===== src/rtl/umr_pkg.sv =====
package umr_pkg;

  localparam logic [1:0] TGT_EXT = 2'b00;
  localparam logic [1:0] TGT_INT = 2'b01;
  localparam logic [1:0] TGT_ROM = 2'b10;

  localparam logic [7:0] IDX_SLOT = 8'h02;
  localparam logic [7:0] IDX_MAP  = 8'h03;
  localparam logic [7:0] IDX_AB   = 8'h0E;
  localparam logic [7:0] IDX_C    = 8'h0F;
  localparam logic [7:0] IDX_D    = 8'h10;
  localparam logic [7:0] IDX_EF   = 8'h11;

  typedef struct packed {
    logic       remap;
    logic       slot;
    logic       page;
    logic       rom;
    logic [1:0] code;
  } seg_attr_t;

  // 2-bit shadow code of a segment; low 640 KB is plain internal DRAM
  function automatic logic [1:0] shadow_code(input int seg, input logic [7:0] map,
                                             input logic [7:0] ab, input logic [7:0] c,
                                             input logic [7:0] d, input logic [7:0] ef);
    logic [7:0] src;
    logic [7:0] sh;
    int pair;
    if (seg < 40) return 2'b11;
    if (map[4]) return 2'b00;
    if (seg < 48) begin src = ab; pair = (seg - 40) / 2; end
    else if (seg < 52) begin src = c; pair = seg - 48; end
    else if (seg < 56) begin src = d; pair = seg - 52; end
    else begin src = ef; pair = (seg - 56) / 2; end
    sh = src >> (2 * pair);
    return sh[1:0];
  endfunction

  function automatic logic rom_sel(input int seg, input logic [7:0] map);
    if (seg >= 60) return 1'b1;
    case (map[6:5])
      2'd0:    return (seg >= 56 && seg <= 59);
      2'd2:    return (seg == 48 || seg == 49 || seg == 58 || seg == 59);
      2'd3:    return (seg >= 48 && seg <= 51);
      default: return 1'b0;
    endcase
  endfunction

  function automatic logic [23:0] slot_bound(input logic [7:0] v);
    logic [23:0] b;
    b = {v, 16'h0000};
    if (b >= 24'h0A0000 && b < 24'h100000) b = 24'h100000;
    if (b > 24'hFE0000) b = 24'hFE0000;
    return b;
  endfunction

  function automatic logic slot_hit(input int seg, input logic [7:0] v, input logic armed);
    logic [23:0] b;
    b = slot_bound(v);
    return armed && (seg < 40) && (b < 24'h0A0000) && (seg >= int'(b >> 14));
  endfunction

  // returns {read_target, write_target}
  function automatic logic [3:0] route(input seg_attr_t a);
    logic [1:0] outside;
    outside = a.rom ? TGT_ROM : TGT_EXT;
    if (a.remap || a.slot) return {outside, outside};
    if (a.page) return {TGT_INT, TGT_INT};
    return {(a.code[1] ? TGT_INT : outside), (a.code[0] ? TGT_INT : outside)};
  endfunction

endpackage


===== src/rtl/umr_cfg_regs.sv =====
module umr_cfg_regs
  import umr_pkg::*;
#(
  parameter int         LO_IDX  = 2,
  parameter int         HI_IDX  = 22,
  parameter logic [7:0] CHIP_ID = 8'hD6
) (
  input  logic       clk,
  input  logic       rst_n,
  input  logic       idx_wr,
  input  logic       data_wr,
  input  logic [7:0] wdata,
  output logic [7:0] rdata,
  output logic [7:0] slot_q,
  output logic [7:0] map_q,
  output logic [7:0] ab_q,
  output logic [7:0] c_q,
  output logic [7:0] d_q,
  output logic [7:0] ef_q,
  output logic       slot_armed
);
  localparam logic [7:0] LO_B = 8'(LO_IDX);
  localparam logic [7:0] HI_B = 8'(HI_IDX);

  logic [7:0] idx_q;
  logic [7:0] regs_q [LO_IDX:HI_IDX];
  logic       in_rng;
  logic       wr_hit;

  assign in_rng = (idx_q >= LO_B) && (idx_q <= HI_B);
  assign wr_hit = data_wr && in_rng;

  always_ff @(posedge clk) begin
    if (!rst_n) idx_q <= 8'h00;
    else if (idx_wr) idx_q <= wdata;
  end

  for (genvar g = LO_IDX; g <= HI_IDX; g++) begin : g_reg
    always_ff @(posedge clk) begin
      if (!rst_n) regs_q[g] <= 8'h00;
      else if (data_wr && idx_q == 8'(g)) regs_q[g] <= wdata;
    end
  end

  always_ff @(posedge clk) begin
    if (!rst_n) slot_armed <= 1'b0;
    else if (data_wr && idx_q == IDX_SLOT) slot_armed <= 1'b1;
  end

  always_comb begin
    rdata = 8'hFF;
    if (idx_q == 8'h00) rdata = CHIP_ID;
    else if (idx_q == 8'h01) rdata = 8'h00;
    else begin
      for (int i = LO_IDX; i <= HI_IDX; i++)
        if (idx_q == 8'(i)) rdata = regs_q[i];
    end
  end

  assign slot_q = regs_q[int'(IDX_SLOT)];
  assign map_q  = regs_q[int'(IDX_MAP)];
  assign ab_q   = regs_q[int'(IDX_AB)];
  assign c_q    = regs_q[int'(IDX_C)];
  assign d_q    = regs_q[int'(IDX_D)];
  assign ef_q   = regs_q[int'(IDX_EF)];

  p_chip_id_r2: assert property (@(posedge clk) disable iff (!rst_n)
    (idx_q == 8'h00) |-> (rdata == CHIP_ID));
  p_oob_read_r2: assert property (@(posedge clk) disable iff (!rst_n)
    (idx_q > HI_B) |-> (rdata == 8'hFF));
  p_store_r3: assert property (@(posedge clk) disable iff (!rst_n)
    (wr_hit && !idx_wr) |=> (rdata == $past(wdata)));
  p_index_load_r3: assert property (@(posedge clk) disable iff (!rst_n)
    (idx_wr && wdata == 8'h00) |=> (rdata == CHIP_ID));
endmodule


===== src/rtl/umr_seg_attr.sv =====
module umr_seg_attr
  import umr_pkg::*;
#(
  parameter int NSEG = 64
) (
  input  logic [7:0]      slot_q,
  input  logic [7:0]      map_q,
  input  logic [7:0]      ab_q,
  input  logic [7:0]      c_q,
  input  logic [7:0]      d_q,
  input  logic [7:0]      ef_q,
  input  logic            slot_armed,
  input  logic [NSEG-1:0] page_flags,
  output seg_attr_t       attr [NSEG]
);
  for (genvar g = 0; g < NSEG; g++) begin : g_seg
    always_comb begin
      attr[g].remap = map_q[4] && (g >= 40);
      attr[g].slot  = slot_hit(g, slot_q, slot_armed);
      attr[g].page  = page_flags[g];
      attr[g].rom   = rom_sel(g, map_q);
      attr[g].code  = shadow_code(g, map_q, ab_q, c_q, d_q, ef_q);
    end
  end
endmodule


===== src/rtl/umr_route.sv =====
module umr_route
  import umr_pkg::*;
(
  input  logic      clk,
  input  logic      rst_n,
  input  seg_attr_t a,
  output logic [1:0] rd_target,
  output logic [1:0] wr_target
);
  logic [3:0] both;
  assign both      = route(a);
  assign rd_target = both[3:2];
  assign wr_target = both[1:0];

  p_code_legal_r10: assert property (@(posedge clk) disable iff (!rst_n)
    (rd_target != 2'b11) && (wr_target != 2'b11));
  p_page_wins_r7: assert property (@(posedge clk) disable iff (!rst_n)
    (a.page && !a.remap && !a.slot) |-> (rd_target == TGT_INT && wr_target == TGT_INT));
  p_claim_wins_r7: assert property (@(posedge clk) disable iff (!rst_n)
    (a.slot || a.remap) |-> (rd_target == wr_target && rd_target != TGT_INT));
  p_read_bit_r4: assert property (@(posedge clk) disable iff (!rst_n)
    (!a.page && !a.remap && !a.slot && a.code[1]) |-> (rd_target == TGT_INT));
endmodule


===== src/rtl/umr_decode_top.sv =====
module umr_decode_top
  import umr_pkg::*;
#(
  parameter int         ADDR_W    = 20,
  parameter int         SEG_SHIFT = 14,
  parameter logic [7:0] CHIP_ID   = 8'hD6
) (
  input  logic                          clk,
  input  logic                          rst_n,
  input  logic                          idx_wr,
  input  logic                          data_wr,
  input  logic [7:0]                    wdata,
  output logic [7:0]                    rdata,
  input  logic [(1<<(ADDR_W-SEG_SHIFT))-1:0] page_flags,
  input  logic [ADDR_W-SEG_SHIFT-1:0]   seg_sel,
  output logic [1:0]                    rd_target,
  output logic [1:0]                    wr_target
);
  localparam int SEG_W = ADDR_W - SEG_SHIFT;
  localparam int NSEG  = 1 << SEG_W;

  logic [7:0] slot_q, map_q, ab_q, c_q, d_q, ef_q;
  logic       slot_armed;
  seg_attr_t  attr [NSEG];
  seg_attr_t  cur;

  umr_cfg_regs #(.LO_IDX(2), .HI_IDX(22), .CHIP_ID(CHIP_ID)) u_regs (
    .clk(clk), .rst_n(rst_n), .idx_wr(idx_wr), .data_wr(data_wr), .wdata(wdata),
    .rdata(rdata), .slot_q(slot_q), .map_q(map_q), .ab_q(ab_q), .c_q(c_q),
    .d_q(d_q), .ef_q(ef_q), .slot_armed(slot_armed)
  );

  umr_seg_attr #(.NSEG(NSEG)) u_attr (
    .slot_q(slot_q), .map_q(map_q), .ab_q(ab_q), .c_q(c_q), .d_q(d_q), .ef_q(ef_q),
    .slot_armed(slot_armed), .page_flags(page_flags), .attr(attr)
  );

  assign cur = attr[seg_sel];

  umr_route u_route (
    .clk(clk), .rst_n(rst_n), .a(cur), .rd_target(rd_target), .wr_target(wr_target)
  );

  p_remap_r6: assert property (@(posedge clk) disable iff (!rst_n)
    (map_q[4] && seg_sel >= SEG_W'(40)) |-> (rd_target != TGT_INT && wr_target != TGT_INT));
  p_top_rom_r8: assert property (@(posedge clk) disable iff (!rst_n)
    (seg_sel >= SEG_W'(60)) |-> (rd_target != TGT_EXT && wr_target != TGT_EXT));
  p_slot_r9: assert property (@(posedge clk) disable iff (!rst_n)
    (slot_armed && slot_q < 8'd10 && seg_sel < SEG_W'(40) &&
     {2'b00, seg_sel} >= {slot_q[5:0], 2'b00}) |-> (rd_target == TGT_EXT && wr_target == TGT_EXT));
endmodule


===== config.mk =====
export PLATFORM = sky130hd
export DESIGN_NAME = umr_decode_top
export DESIGN_NICKNAME = d
export VERILOG_FILES = /design/src/rtl/umr_pkg.sv /design/src/rtl/umr_cfg_regs.sv /design/src/rtl/umr_seg_attr.sv /design/src/rtl/umr_route.sv /design/src/rtl/umr_decode_top.sv
export SDC_FILE = /design/constraint.sdc
export NUM_CORES = 1
export LEC_CHECK = 0
export BUFFER_PORTS_ARGS = -buffer_cell sky130_fd_sc_hd__buf_2
export CELL_PAD_IN_SITES_DETAIL_PLACEMENT = 1
export CELL_PAD_IN_SITES_GLOBAL_PLACEMENT = 1
export CORE_ASPECT_RATIO = 0.5
export CORE_MARGIN = 2
export CORE_UTILIZATION = 48
export CTS_CLUSTER_SIZE = 40
export DETAILED_ROUTE_END_ITERATION = 10
export PLACE_DENSITY = 0.88
export SLEW_MARGIN = 20
export SYNTH_ARGS = -nofsm -noshare
export SYNTH_HDL_FRONTEND = slang
export SYNTH_SLANG_ARGS = --single-unit

===== constraint.sdc =====
create_clock -name clk -period 2.67 [get_ports clk]
set_input_delay 0.267 -clock clk [delete_from_list [all_inputs] [get_ports clk]]
set_output_delay 0.267 -clock clk [all_outputs]
set_load 0.05 [all_outputs]

-- Yosys cells after proc, flatten, opt, wreduce, memory -nomap -nowiden
Memory sizes are Yosys's and may differ from the RTL's.
Cells that the tools add are included.
- register bits after elaboration: 9
- latch bits: 0
- memory bits (writable): 168
- bits in read-only memories: 0
- output and inout bits: 12
- memories kept: 1
- add/sub/neg operators: 0
- $mul: 0
- div/mod/pow operators: 0
- magnitude comparators: 45
- equality and inequality tests: 24
- shift operators: 16
- mux-type cells: 153
- bitwise gates (word level): 22
- reductions and logical operators: 68
- memory list (name ; words ; bits a word ; read ports ; clocked after memory_dff ; wr ports ; RTL line ; text):
    u_regs.regs_q ; 21 ; 8 ; 21 ; 0 ; 21 ; umr_cfg_regs.sv:26 ; logic [7:0] regs_q [LO_IDX:HI_IDX];
- operator list (kind ; number):
    $shr A8 B32 Y2 ; 16
    $mux W8 ; 48
    $ge A5 B10 Y1 const A ; 16
    $mux W31 ; 4
    $ge A4 B10 Y1 const A ; 8
    $ge A6 B10 Y1 const A ; 8
    $mux W1 ; 72
    $eq A8 B4 Y1 const B ; 8
    $logic_and A1 B1 Y1 ; 63
    $eq A8 B5 Y1 const B ; 7
    $mux W24 ; 2
    $ge A3 B10 Y1 const A ; 4
    $mux W2 ; 20
    $bmux W6 S6 ; 1
    $eq A8 B3 Y1 const B ; 4
    $ge A24 B20 Y1 const B ; 1
    $gt A24 B24 Y1 const B ; 1
    $lt A24 B20 Y1 const B ; 1
    $lt A24 B21 Y1 const B ; 1
    $or A1 B1 Y1 ; 21
    $ge A1 B10 Y1 const A ; 2
    $ge A2 B10 Y1 const A ; 2
    $eq A8 B2 Y1 const B ; 2
    $mux W4 ; 4
    9 further kinds ; 12

-- Logic depth before layout (Yosys ltp)
Gate-level depths: netlist of the first run.
- depth after elaboration: 24
- gate-level depth with buffers: 9
- mapped depth without buffers: 6

-- By module
Synthesis of the first run repeated with hierarchy kept, for this count alone.
- cells, all modules: 1436
- area total of the unflattened synthesis: 15114.5 sq um
- by module, submodules not included (module ; instances ; cells each ; area each (sq um) ; sequential area each (sq um)):
    umr_cfg_regs ; 1 ; 795 ; 9047.4 ; 5225.0
    umr_decode_top ; 1 ; 233 ; 3084.2 ; 0.0
    umr_seg_attr ; 1 ; 402 ; 2947.8 ; 0.0
    umr_route ; 1 ; 6 ; 35.0 ; 0.0

-- Worst setup path before layout of the first run
OpenSTA, ideal clock, no wires.
- kind: reg-to-output
- start point: register u_regs.idx_q[5]
- end point: output port rdata[7]
- arrival time: 3131 ps
- data required time: 2403 ps
- path slack: -728 ps
- cell stages (with the launch flop): 6
- path buffers: 1
- path through: dfxtp_1 or4b_1 buf_6 nor3_4 a221oi_1 o41ai_1
- word-level cells in the longest chain between the ends: 24
- elaborated cells on any way between the ends: 46
- classes of those cells: eq/ne: 22; mux: 23; reduce/logical: 1
- RTL lines (item ; RTL line ; text):
    from (decl) ; umr_cfg_regs.sv:25 ; logic [7:0] idx_q;
    from (signal assigned) ; umr_cfg_regs.sv:35 ; else if (idx_wr) idx_q <= wdata;
    $eq A8 B2 Y1 ; umr_cfg_regs.sv:56 ; if (idx_q == 8'(i)) rdata = regs_q[i];
    $mux W8 (21 in series) ; umr_cfg_regs.sv:56 ;
    $mux W8 ; umr_cfg_regs.sv:53 ; else if (idx_q == 8'h01) rdata = 8'h00;
    $mux W8 * ; umr_cfg_regs.sv:52 ; if (idx_q == 8'h00) rdata = CHIP_ID;
    to (decl) ; umr_decode_top.sv:13 ; output logic [7:0] rdata,
Every way passes the cells marked *; elsewhere a longest branch is shown, timed or not.

-- Worst setup path in the final report of the first run
- start point: register u_regs.idx_q[3]
- end point: output port rdata[7]
The elaborated chain is that of the path after synthesis.

==> results of run 1 <==
final cells by class:
type                       count  share of cell area, %
antenna                        1                 0.0205
clock buffer                  23                   3.91
clock inverter                 9                   1.07
inverter                       7                  0.245
multi-input combinational    594                   36.8
sequential                   177                   42.9
tap                          266                   2.72
timing repair buffer         196                   12.4
cells in the mapped netlist, drive strengths merged (4+ instances only):
library cell	n	area, um2
and2	171	1070
edfxtp	168	5040
nor2	55	223
o21ai	52	260
mux2i	49	490
clkbuf	45	169
nand2	33	126
a21oi	29	149
buf	20	108
o22ai	20	125
nor2b	18	113
a31oi	13	81.3
mux4	12	270
nand3	12	60.1
a22oi	11	82.6
dfxtp	9	180
nand2b	9	56.3
nor3	9	56.3
inv	7	26.3
mux2	7	78.8
o211ai	7	52.6
a211oi	6	45.0
o32ai	6	52.6
a221oi	5	43.8
a32oi	5	43.8
o31ai	5	37.5
nand4	4	25.0
o21a	4	30.0
o221ai	4	35.0
per-stage QoR:
| step | std cells | util (%) | area, um2 | setup slack, ns |
|---|---|---|---|---|
| finish | 1273 | 62.7 | 12200 | -0.463 |
| global route | 1272 | 62.7 | 12200 | -0.471 |
| CTS | 1264 | 61.4 | 12000 | -0.323 |
| detailed placement | 1218 | 55.8 | 10900 | -0.0477 |
| global placement | 1218 | 55.8 | 10900 | -0.00458 |
| floorplan | 844 | - | 9610 | 0.0195 |
worst paths after layout:
check | end | slack, ns | depth (start not counted)
max reg2reg | u_regs.regs_q[0][169] | 0.08 | 6
min | u_regs.idx_q[1] | 0.25 | 2
min reg2reg | u_regs.slot_armed | 0.47 | 1
max | rdata[7] | -0.46 | 11
power by group:
part / internal (mW) / total, mW / leakage (nW) / switching, mW
combinational: 0.465 / 1.23 / 2.51 / 0.764
clock: 1.55 / 2.72 / 0.289 / 1.17
sequential: 3.14 / 3.22 / 1.80 / 0.0847
critical path, stage by stage, from the launching register on:
cell                       delay (ns)
sky130_fd_sc_hd__dfxtp_4         0.37
sky130_fd_sc_hd__buf_4           0.15
sky130_fd_sc_hd__nor4_4          0.42
sky130_fd_sc_hd__buf_4           0.23
sky130_fd_sc_hd__nand2_2         0.08
sky130_fd_sc_hd__buf_4           0.14
sky130_fd_sc_hd__o32ai_2         0.10
sky130_fd_sc_hd__a32oi_2         0.11
sky130_fd_sc_hd__a221oi_2        0.34
sky130_fd_sc_hd__buf_4           0.19
sky130_fd_sc_hd__o41ai_4         0.08
sky130_fd_sc_hd__buf_6           0.18
logic make-up after synthesis:
logic type	count (synthesis)	synth area share (%)
AO/OA/AOI/OAI	197	13.6
buffers and inverters	73	3.26
flip-flops	177	54.5
multiplexers	68	8.76
AND/OR/NAND/NOR	329	19.9
what timing repair did:
action | CTS | global route
setup buffers | 14 | 8
pin swaps | 28 | 23
setup endpoints to repair | 12 | 12
cloned | 1 | 0
endpoints found under the hold margin | 0 | 0
gates resized for setup | 90 | 42
metal layers:
layer	up-vias	track usage, %	share of wire [%]
li1	3462	-	-
met1	4340	50.8	39
met2	692	57.3	45
met3	158	7.83	12
met4	0	18.6	4.8
met5	-	0	0
flip-flops by register name, indices dropped and copies added, names as in the netlist:
signal,flops
u_regs.regs_q,168
u_regs.idx_q,8
u_regs.slot_armed,1
==> Implementation_results.wiki, run 1 <==
{| class="wikitable"
! Metric !! Value
|-
| Number of global-route vias before repair || approximately 8600
|-
| Leakage component of the power || 4.60 nW
|-
| MaxCap Viol Count || 0
|-
| Sequential-to-total area share from yosys stat || between 50% and 60%
|-
| Endpoint arrival time on the critical path || about 2.9 ns
|-
| Asr flop ratio synth || 0%
|-
| Number of buffers inserted for hold repair after clock tree synthesis || 0
|-
| Worst VDD drop || around 0.46 mV
|-
| Tightest hold margin || 0.250 ns
|-
| FF-to-FF Start || u_regs.idx_q[0]
|-
| DR vias/cell || just under 7
|-
| Number of port buffers || 59
|-
| Number of I/O pins || 94
|-
| Wire length of the first global-routing pass || 57200 um
|-
| CTS tree || built
|-
| Area of the mapped netlist || 9590 um2
|-
| Detail-routed net length per standard cell || 31.2 um
|-
| Placeable core region || between 15000 and 20000 um2
|-
| Worst-skew pair later-pin latency || roughly 0.46 ns
|-
| H-tree level count || 4
|-
| HPWL after detailed placement || about 25000 um
|-
| Synthesized flop and latch total || 177
|-
| Number of antenna-violating nets in the routed design || 0
|-
| Origin of the worst setup path || u_regs.idx_q[3]
|-
| Post-synthesis instance total || 844
|-
| Root cell of the clock tree || sky130_fd_sc_hd__clkbuf_16
|-
| Height of the chip || ~100 um
|-
| Final global-route overflow total || 0
|-
| Most common flop cell mapped by yosys || sky130_fd_sc_hd__edfxtp_1
|-
| Overall die area || 21200 um2
|-
| RD Place Congestion || 0.983
|-
| Number of failing setup endpoints in the final timing report || 8
|-
| Gr usage total || 37.5%
|-
| Post-layout nets || around 1100
|-
| Flip-flop and latch area || 5240 um2
|-
| Warning count from the yosys run || 0
|-
| Share of layout cells above drive strength 1 || between 30 and 40%
|-
| Setup repair after global routing missed its margin || true
|-
| Iter 0 DRT Violations || about 1100
|-
| Via count || roughly 8700
|-
| Critical path launch point type || register
|-
| Number of detailed-route iterations in the first pass || 5
|-
| Clock Skews || between 0.01 and 0.015 ns
|-
| TritonCTS Sinks || 177
|-
| Max Transition Viols Final || 0
|-
| Period utilization || 117%
|-
| Filler Cell Count || ~2000
|-
| Maximum clock frequency || approximately 0.32 GHz
|-
| Run status || finished, violations left
|-
| Synthesis-to-finish area growth || 27.6%
|-
| Cts bufs inserted || 17
|-
| Most common cell after layout, fill and taps aside || sky130_fd_sc_hd__and2_1
|-
| Post-route DRC || 0
|-
| Clock transition at the registers of the reported paths || roughly 0.07 ns
|-
| Number of hold violations in the final report || 0
|-
| Worst Hold Class || input port to register
|-
| Die extent in x || roughly 200 um
|-
| Actual slew at the worst max-slew pin || between 0.6 and 0.7 ns
|-
| Core Rows || 36
|-
| Critical path class || register to output port
|-
| Launch instance of the worst min-delay path || rst_n
|-
| Number of antenna violations at the first check in global routing || 1
|-
| Largest net degree at the start of global routing || 23
|-
| Worst slew slack as a fraction of its limit || between 50 and 60%
|-
| Starting Density || approximately 50%
|-
| Power per unit of standard cell area || roughly 600 nW/um2
|-
| Number of synthesized flops with an enable pin || about 170
|-
| Wirelength, routed || 39700 um
|-
| Worst-path maximum fanout || 5
|-
| Final critical delay including setup and external delays || around 3.1 ns
|-
| Leading cell types in the layout, fill and taps excluded || sky130_fd_sc_hd__and2_1, sky130_fd_sc_hd__edfxtp_1, sky130_fd_sc_hd__buf_4, sky130_fd_sc_hd__mux2i_1, sky130_fd_sc_hd__buf_2
|-
| Post-route setup TNS || -3.02 ns
|-
| Power Total || 7.17 mW
|-
| Area taken by multi-input logic gates || 4500 um2
|-
| Violations in the final reports || setup timing
|-
| Required @ worst endpoint || 2.40 ns
|-
| Longest Clk Path Bufs || 2
|-
| Least setup slack across all paths after layout || -0.463 ns
|-
| Avg Cell Area, Syn || between 10 and 15 um2
|-
| Element type at the critical path end || output port
|-
| Unique cell type count in the Yosys netlist || 71
|-
| Syn nets || roughly 900
|}
No activity file was read; power rests on OpenSTA's default activity.
==> inputs of run 2 (changes only) <==
--- a/config.mk
+++ b/config.mk
@@ -13,8 +13,9 @@
 export CORE_UTILIZATION = 48
 export CTS_CLUSTER_SIZE = 40
 export DETAILED_ROUTE_END_ITERATION = 10
-export PLACE_DENSITY = 0.88
+export PLACE_DENSITY = 0.87
 export SLEW_MARGIN = 20
 export SYNTH_ARGS = -nofsm -noshare
 export SYNTH_HDL_FRONTEND = slang
+export SYNTH_HIERARCHICAL = 1
 export SYNTH_SLANG_ARGS = --single-unit
==> Implementation_results.wiki, run 2 <==
{| class="wikitable"
! Metric !! Value
|-
| Run status || finished, violations left
|-
| Violations in the final reports || setup timing
|-
| H-tree level count || 4 (unchanged)
|-
| Core Rows || 45 (+25%)
|-
| Post-route DRC || 0 (unchanged)
|-
| FF-to-FF Start || u_regs/idx_q[1]
|-
| Worst slew slack as a fraction of its limit || 53.9% (-3.2 points)
|-
| Starting Density || 49.3% (+0.18 points)
|-
| Most common flop cell mapped by yosys || sky130_fd_sc_hd__edfxtp_1
|-
| Root cell of the clock tree || sky130_fd_sc_hd__clkbuf_16
|-
| Clock transition at the registers of the reported paths || 0.08 ns (about the same)
|-
| Die extent in x || 255 um (+25%)
|-
| Unique cell type count in the Yosys netlist || 74 (+4.2%)
|-
| DR vias/cell || 6.23 (-8.3%)
|-
| Post-layout nets || 1579 (+47%)
|-
| Avg Cell Area, Syn || 10.5 um2 (-7.4%)
|-
| Non-filler cells in the finished layout || 1935 (+52%)
|-
| Asr flop ratio synth || 0% (unchanged)
|-
| Post-synth top area cell || sky130_fd_sc_hd__edfxtp_1
|-
| Number of synthesized flops with an enable pin || 168 (unchanged)
|-
| HPWL after detailed placement || 33400 um (+35%)
|-
| Worst reg2reg setup slack || 0.11 ns (+0.03 ns)
|-
| Overall die area || 33000 um2 (+56%)
|-
| Cells along the critical path || o21ai_0, nor4b_2, mux4_2, mux2i_2, o21ai_2, a22o_4, o31a_4, buf_8
|-
| Number of antenna-violating nets in the routed design || 0 (unchanged)
|-
| Critical path launch point type || register
|-
| Height of the chip || 129 um (+25%)
|-
| Clock Skews || 0.0205 ns (+0.00840 ns)
|-
| Library cell with the highest instance count after synthesis || sky130_fd_sc_hd__buf_4
|-
| Synthesized flop and latch total || 177 (unchanged)
|-
| Max reg flops || 168 (unchanged)
|-
| Tightest hold margin || 0.266 ns (+0.0163 ns)
|-
| Number of failing setup endpoints in the final timing report || 12 (+4)
|-
| Max Transition Viols Final || 0 (unchanged)
|-
| Element type at the critical path end || output port
|-
| CTS tree || built
|-
| Required @ worst endpoint || 2.40 ns (about the same)
|-
| Period utilization || 123% (+5.7 points)
|-
| Final global-route overflow total || 0 (unchanged)
|-
| Area of the mapped netlist || 15100 um2 (+58%)
|-
| Placeable core region || 30600 um2 (+57%)
|-
| Cell family with most CP delay || compound AO/OA/AOI/OAI gates
|-
| Leakage component of the power || 6.70 nW (+46%)
|-
| Largest cells by area after synthesis || sky130_fd_sc_hd__edfxtp_1, sky130_fd_sc_hd__buf_4, sky130_fd_sc_hd__mux4_2
|-
| Setup repair after global routing missed its margin || true
|-
| Number of global-route vias before repair || 12100 (+41%)
|-
| Inst Count DP || 1860 (+53%)
|-
| Number of port buffers || 93 (+58%)
|-
| Warning count from the yosys run || 6 (+6)
|-
| MaxCap Viol Count || 0 (unchanged)
|-
| Worst Hold Class || input port to register
|-
| Number of detailed-route iterations in the first pass || 9 (+4)
|-
| Worst reg2reg path endpoint || u_regs/regs_q[4][25]
|-
| Cts bufs inserted || 17 (unchanged)
|-
| Most common cell after layout, fill and taps aside || sky130_fd_sc_hd__conb_1
|-
| Highest-delay cell along the critical path || sky130_fd_sc_hd__mux4_2
|-
| Maximum clock frequency || 0.304 GHz (-4.7%)
|-
| Largest register by flop count || u_regs/regs_q
|-
| Least setup slack across all paths after layout || -0.616 ns (-0.153 ns)
|-
| Power Total || 7.93 mW (+11%)
|-
| Share of layout cells above drive strength 1 || 38.9% (+6.3 points)
|-
| Critical path class || register to output port
|-
| Hold Path End || u_regs/idx_q[4]
|-
| Largest net degree at the start of global routing || 29 (+26%)
|-
| Sequential-to-total area share from yosys stat || 34.6% (-20 points)
|-
| Detail-routed net length per standard cell || 29.0 um (-6.9%)
|-
| Proportion of netlist area held by the largest area contributor || 33.4% (-19 points)
|-
| Number of I/O pins || 94 (unchanged)
|-
| Post-synthesis instance total || 1436 (+70%)
|-
| R2r worst-path depth || 6 (unchanged)
|-
| Wirelength, routed || 56200 um (+41%)
|-
| TritonCTS Sinks || 177 (unchanged)
|-
| CP bufs+invs || 1 (-4)
|-
| Endpoint arrival time on the critical path || 3.02 ns (+0.15 ns)
|-
| Wire length of the first global-routing pass || 74700 um (+30%)
|-
| Depth of the worst hold-timing path || 3 (+1)
|-
| Number of antenna violations at the first check in global routing || 3 (+2)
|-
| Top cells by instance count after synthesis || sky130_fd_sc_hd__buf_4, sky130_fd_sc_hd__and2_1, sky130_fd_sc_hd__edfxtp_1
|-
| Worst VDD drop || 0.466 mV (+0.31%)
|-
| Worst stage delay on the critical path || 0.52 ns (+0.10 ns)
|-
| Launch instance of the worst min-delay path || idx_wr
|-
| Iter 0 DRT Violations || 1500 (+40%)
|-
| Power per unit of standard cell area || 461 nW/um2 (-21%)
|-
| Registers with the most flip-flops || u_regs/regs_q (168), u_regs/idx_q (8), u_regs/slot_armed (1)
|-
| Number of hold violations in the final report || 0 (unchanged)
|-
| Post-route setup TNS || -5.13 ns (-2.12 ns)
|-
| RD Place Congestion || 0.974 (-1.0%)
|-
| Final critical delay including setup and external delays || 3.29 ns (+0.153 ns)
|-
| Worst-skew pair later-pin latency || 0.46 ns (about the same)
|-
| Worst-path maximum fanout || 4 (-1)
|-
| Longest Clk Path Bufs || 2 (unchanged)
|-
| Leading cell types in the layout, fill and taps excluded || sky130_fd_sc_hd__conb_1, sky130_fd_sc_hd__and2_1, sky130_fd_sc_hd__edfxtp_1, sky130_fd_sc_hd__buf_4, sky130_fd_sc_hd__mux4_2
|-
| Via count || 12100 (+39%)
|-
| Actual slew at the worst max-slew pin || 0.692 ns (+0.0538 ns)
|-
| Gr usage total || 30.5% (-7.0 points)
|-
| Synthesis-to-finish area growth || 14.0%
|}
-- run 2: changes by cell type in the layout (fill, tap and decap cells not counted), moves of 10 or more --
cell / delta
sky130_fd_sc_hd__a31oi_1: -11
sky130_fd_sc_hd__buf_12: +10
sky130_fd_sc_hd__buf_2: +30
sky130_fd_sc_hd__buf_4: +42
sky130_fd_sc_hd__buf_6: +24
sky130_fd_sc_hd__conb_1: +200
sky130_fd_sc_hd__mux4_2: +79
sky130_fd_sc_hd__nor2b_1: +31
sky130_fd_sc_hd__o221ai_1: +11
sky130_fd_sc_hd__o22ai_1: +11
-- run 2: cell type report --
| class | instances | area, um2 |
|---|---|---|
| multi-input cells | 989 | 8330 |
| flip-flops and latches | 177 | 5250 |
| clock buffers | 22 | 529 |
| fillers | 3250 | 13400 |
| repair buffers | 305 | 2480 |
| well taps | 423 | 529 |
| clock inverters | 10 | 81.3 |
| diodes | 2 | 5.00 |
| inverters | 7 | 27.5 |
-- run 2: worst reg2reg max path: stages (launching register included) --
cell and delay (ns):
sky130_fd_sc_hd__dfxtp_2 0.38, sky130_fd_sc_hd__buf_12 0.21, sky130_fd_sc_hd__and2_2 0.33, sky130_fd_sc_hd__buf_4 0.22
sky130_fd_sc_hd__nand3_1 0.34, sky130_fd_sc_hd__nor2_1 0.64, sky130_fd_sc_hd__and2_1 0.29
-- run 2: layer usage --
| metal | GRT usage [%] | routed length (um) | up-vias |
|---|---|---|---|
| met5 | 0 | 11 | - |
| met4 | 14.3 | 3910 | 2 |
| li1 | - | - | 4813 |
| met1 | 37.2 | 19900 | 5980 |
| met3 | 5.10 | 5890 | 323 |
| met2 | 53.3 | 26500 | 944 |
-- run 2: timing repair --
item,in CTS,in global routing
hold endpoints to repair,0,0
hold buffers,0,0
setup buffers,32,14
gates cloned,1,0
gates resized for setup,153,90
pin swaps,44,46
endpoints found under the setup margin,13,12
-- run 2: how the worst max path moves through the flow --
stage / cells after the start / start / to
finish: 8 / u_regs/regs_q[0][19] / rd_target[1]
floorplan: 9 / u_regs/regs_q[0][28] / rd_target[1]
global route: 10 / u_regs/regs_q[0][19] / rd_target[0]
global placement: 10 / u_regs/regs_q[0][23] / rd_target[0]
CTS: 10 / u_regs/regs_q[0][22] / rd_target[0]
detailed placement: 10 / u_regs/regs_q[0][23] / rd_target[0]
-- run 2: per-stage QoR --
step                      instance area [um2]  worst slack [ns]  utilization [%]
final                                   17200            -0.616             56.2
after CTS                               16700            -0.449             54.6
after global routing                    17200            -0.676             56.2
after detailed placement                15200            -0.352             49.6
after global placement                  15200            -0.199             49.6
after floorplan                         15900            -0.224                -
-- run 2: power by group --
part	leakage [nW]	switching (mW)	internal, mW
registers	1.81	0.0867	3.13
clock network	0.295	1.20	1.43
logic	4.60	1.19	0.895
-- run 2: kinds of logic (layout without fill, tap and decap cells) --
group / after synthesis / in the layout / synth area share, %
AO/OA/AOI/OAI: 238 / 238 / 10.6
buffers and inverters: 468 / 344 / 21.3
flip-flops: 177 / 177 / 34.6
multiplexers: 158 / 158 / 18.3
other: 2 / 202 / 0.0497
AND/OR/NAND/NOR: 393 / 393 / 15.1
==> inputs of run 3 (changes only) <==
--- a/config.mk
+++ b/config.mk
@@ -13,9 +13,8 @@
 export CORE_UTILIZATION = 48
 export CTS_CLUSTER_SIZE = 40
 export DETAILED_ROUTE_END_ITERATION = 10
-export PLACE_DENSITY = 0.87
+export PLACE_DENSITY = 0.88
 export SLEW_MARGIN = 20
 export SYNTH_ARGS = -nofsm -noshare
 export SYNTH_HDL_FRONTEND = slang
-export SYNTH_HIERARCHICAL = 1
 export SYNTH_SLANG_ARGS = --single-unit
==> constraint.sdc (replaced) <==
create_clock -name clk -period 4.1 [get_ports clk]
set_input_delay 0.41 -clock clk [delete_from_list [all_inputs] [get_ports clk]]
set_output_delay 0.41 -clock clk [all_outputs]
set_load 0.05 [all_outputs]
==> Implementation_results.wiki, run 3 (synthesis results as in run 1) <==
{| class="wikitable"
! Metric !! Value
|-
| Area after DPL || 10200 um2 (-33%)
|-
| CTS tree || built
|-
| Worst slew slack as a fraction of its limit || 25.8% (-28 points)
|-
| Placeable core region || 19500 um2 (-36%)
|-
| Post-layout nets || 976 (-38%)
|-
| Synthesis-to-finish area growth || 12.3%
|-
| Detail-routed net length per standard cell || 27.6 um (-4.8%)
|-
| Wire length of the first global-routing pass || 48500 um (-35%)
|-
| Critical path launch point type || register
|-
| Die extent in x || 204 um (-20%)
|-
| Worst-skew pair later-pin latency || 0.45 ns (about the same)
|-
| Power per unit of standard cell area || 394 nW/um2 (-14%)
|-
| MaxCap Viol Count || 0 (unchanged)
|-
| Worst VDD drop || 0.256 mV (-45%)
|-
| HPWL after detailed placement || 21900 um (-34%)
|-
| Cts bufs inserted || 17 (unchanged)
|-
| H-tree level count || 4 (unchanged)
|-
| Number of buffers inserted for hold repair after clock tree synthesis || 0 (unchanged)
|-
| Clock transition at the registers of the reported paths || 0.07 ns (about the same)
|-
| Tightest hold margin || 0.408 ns (+0.142 ns)
|-
| Number of hold violations in the final report || 0 (unchanged)
|-
| Worst-path maximum fanout || 9 (+5)
|-
| Worst stage delay on the critical path || 0.75 ns (+0.23 ns)
|-
| RD Place Congestion || 1.01 (+3.4%)
|-
| TritonCTS Sinks || 177 (unchanged)
|-
| Via count || 7609 (-37%)
|-
| Number of diodes || 0 (-2)
|-
| Post-route setup TNS || 0 ns (+5.13 ns)
|-
| Post-route DRC || 0 (unchanged)
|-
| Wirelength, routed || 32400 um (-42%)
|-
| Clock Skews || 0.00862 ns (-0.0119 ns)
|-
| Starting Density || 49.2% (-0.18 points)
|-
| Actual slew at the worst max-slew pin || 1.10 ns (+0.413 ns)
|-
| Core Rows || 36 (-20%)
|-
| Setup repair after global routing missed its margin || false
|-
| Final global-route overflow total || 0 (unchanged)
|-
| Run status || finished, final reports clean
|-
| DR vias/cell || 6.49 (+4.1%)
|-
| Number of detailed-route iterations in the first pass || 6 (-3)
|-
| Number of buffers added for setup after CTS || 0 (-100%)
|-
| FF-to-FF Start || u_regs.idx_q[0]
|-
| Area taken by multi-input logic gates || 4050 um2 (-51%)
|-
| CTS resizes || 0 (-100%)
|-
| Origin of the worst setup path || u_regs.idx_q[3]
|-
| Leading cell types in the layout, fill and taps excluded || sky130_fd_sc_hd__and2_1, sky130_fd_sc_hd__edfxtp_1, sky130_fd_sc_hd__buf_2, sky130_fd_sc_hd__nor2_1, sky130_fd_sc_hd__o21ai_0
|-
| Required @ worst endpoint || 3.69 ns (+1.29 ns)
|-
| Period utilization || 94.3%
|-
| Number of failing setup endpoints in the final timing report || 0 (-12)
|-
| Flip-flop and latch area || 5230 um2 (-0.41%)
|-
| Filler Cell Count || 2052 (-37%)
|-
| Number of global-route vias before repair || 7685 (-37%)
|-
| Highest-delay cell along the critical path || sky130_fd_sc_hd__or4b_1
|-
| Worst Hold Class || input port to register
|-
| Height of the chip || 104 um (-20%)
|-
| Registers with the most flip-flops || u_regs.regs_q (168), u_regs.idx_q (8), u_regs.slot_armed (1)
|-
| Gr usage total || 31.4% (+0.91 points)
|-
| Element type at the critical path end || output port
|-
| Root cell of the clock tree || sky130_fd_sc_hd__clkbuf_16
|-
| Maximum clock frequency || 0.259 GHz
|-
| Largest net degree at the start of global routing || 44 (+52%)
|-
| Max reg flops || 168 (unchanged)
|-
| Design Area, Final || 10800 um2 (-38%)
|-
| Overall die area || 21200 um2 (-36%)
|-
| Launch instance of the worst min-delay path || idx_wr
|-
| Number of antenna-violating nets in the routed design || 0 (unchanged)
|-
| Most common cell after layout, fill and taps aside || sky130_fd_sc_hd__and2_1
|-
| Power Total || 4.25 mW (-46%)
|-
| Iter 0 DRT Violations || 1085 (-28%)
|-
| Max Transition Viols Final || 0 (unchanged)
|-
| Leakage component of the power || 3.88 nW (-42%)
|-
| CP bufs+invs || 2 (+1)
|-
| Final critical delay including setup and external delays || approximately 3.9 ns
|-
| Cell family with most CP delay || simple AND/OR/NAND/NOR gates
|-
| Number of I/O pins || 94 (unchanged)
|-
| Number of antenna violations at the first check in global routing || 0 (-3)
|-
| Longest Clk Path Bufs || 2 (unchanged)
|-
| Largest register by flop count || u_regs.regs_q
|-
| Endpoint arrival time on the critical path || 3.46 ns (+0.44 ns)
|-
| Critical path class || register to output port
|-
| Number of port buffers || 59 (-37%)
|-
| Share of layout cells above drive strength 1 || 17.5% (-21 points)
|-
| Cells along the critical path || or4b_1, nor3_4, a221oi_1, buf_4, o41ai_1, buf_2
|}
run 3: worst min-delay path, delay by kind of cell:
family	cells	cell delay, ns
AND/OR/NAND/NOR	1	0.06
multiplexers	1	0.17
buffers and inverters	1	0.18
run 3: metal layers:
layer  up-vias  part of all wire, %  track usage, %
met2       503                   45            47.5
li1       3264                    -               -
met4         0                  3.6            12.7
met1      3747                   41            43.9
met5         -                    0               0
met3        95                   11            6.95
run 3: area by class of cell:
class	count	area share, %
well taps	266	3.09
repair buffers	97	5.39
clock buffers	18	3.99
multi-input cells	594	37.6
inverters	7	0.244
clock inverters	14	1.08
flip-flops and latches	177	48.6
run 3: per-stage QoR:
step | cells | worst slack (ns) | utilization, %
global placement | 1141 | 0.826 | 52.4
floorplan | 844 | 0.559 | -
detailed placement | 1141 | 0.841 | 52.4
finish | 1173 | 0.233 | 55.2
global route | 1173 | 0.0360 | 55.2
CTS | 1173 | 0.313 | 55.2
run 3: power by group:
| part | total (mW) | internal (mW) | switching, mW |
|---|---|---|---|
| Combinational | 0.580 | 0.179 | 0.401 |
| Clock | 1.57 | 0.831 | 0.739 |
| Sequential | 2.10 | 2.04 | 0.0531 |
run 3: worst paths after layout:
check	end	slack (ns)	depth (start not counted)
setup / recovery	rdata[7]	0.23	6
hold reg to reg	u_regs.slot_armed	0.46	1
setup reg to reg	u_regs.regs_q[0][43]	1.13	4
hold / removal	u_regs.idx_q[0]	0.41	3
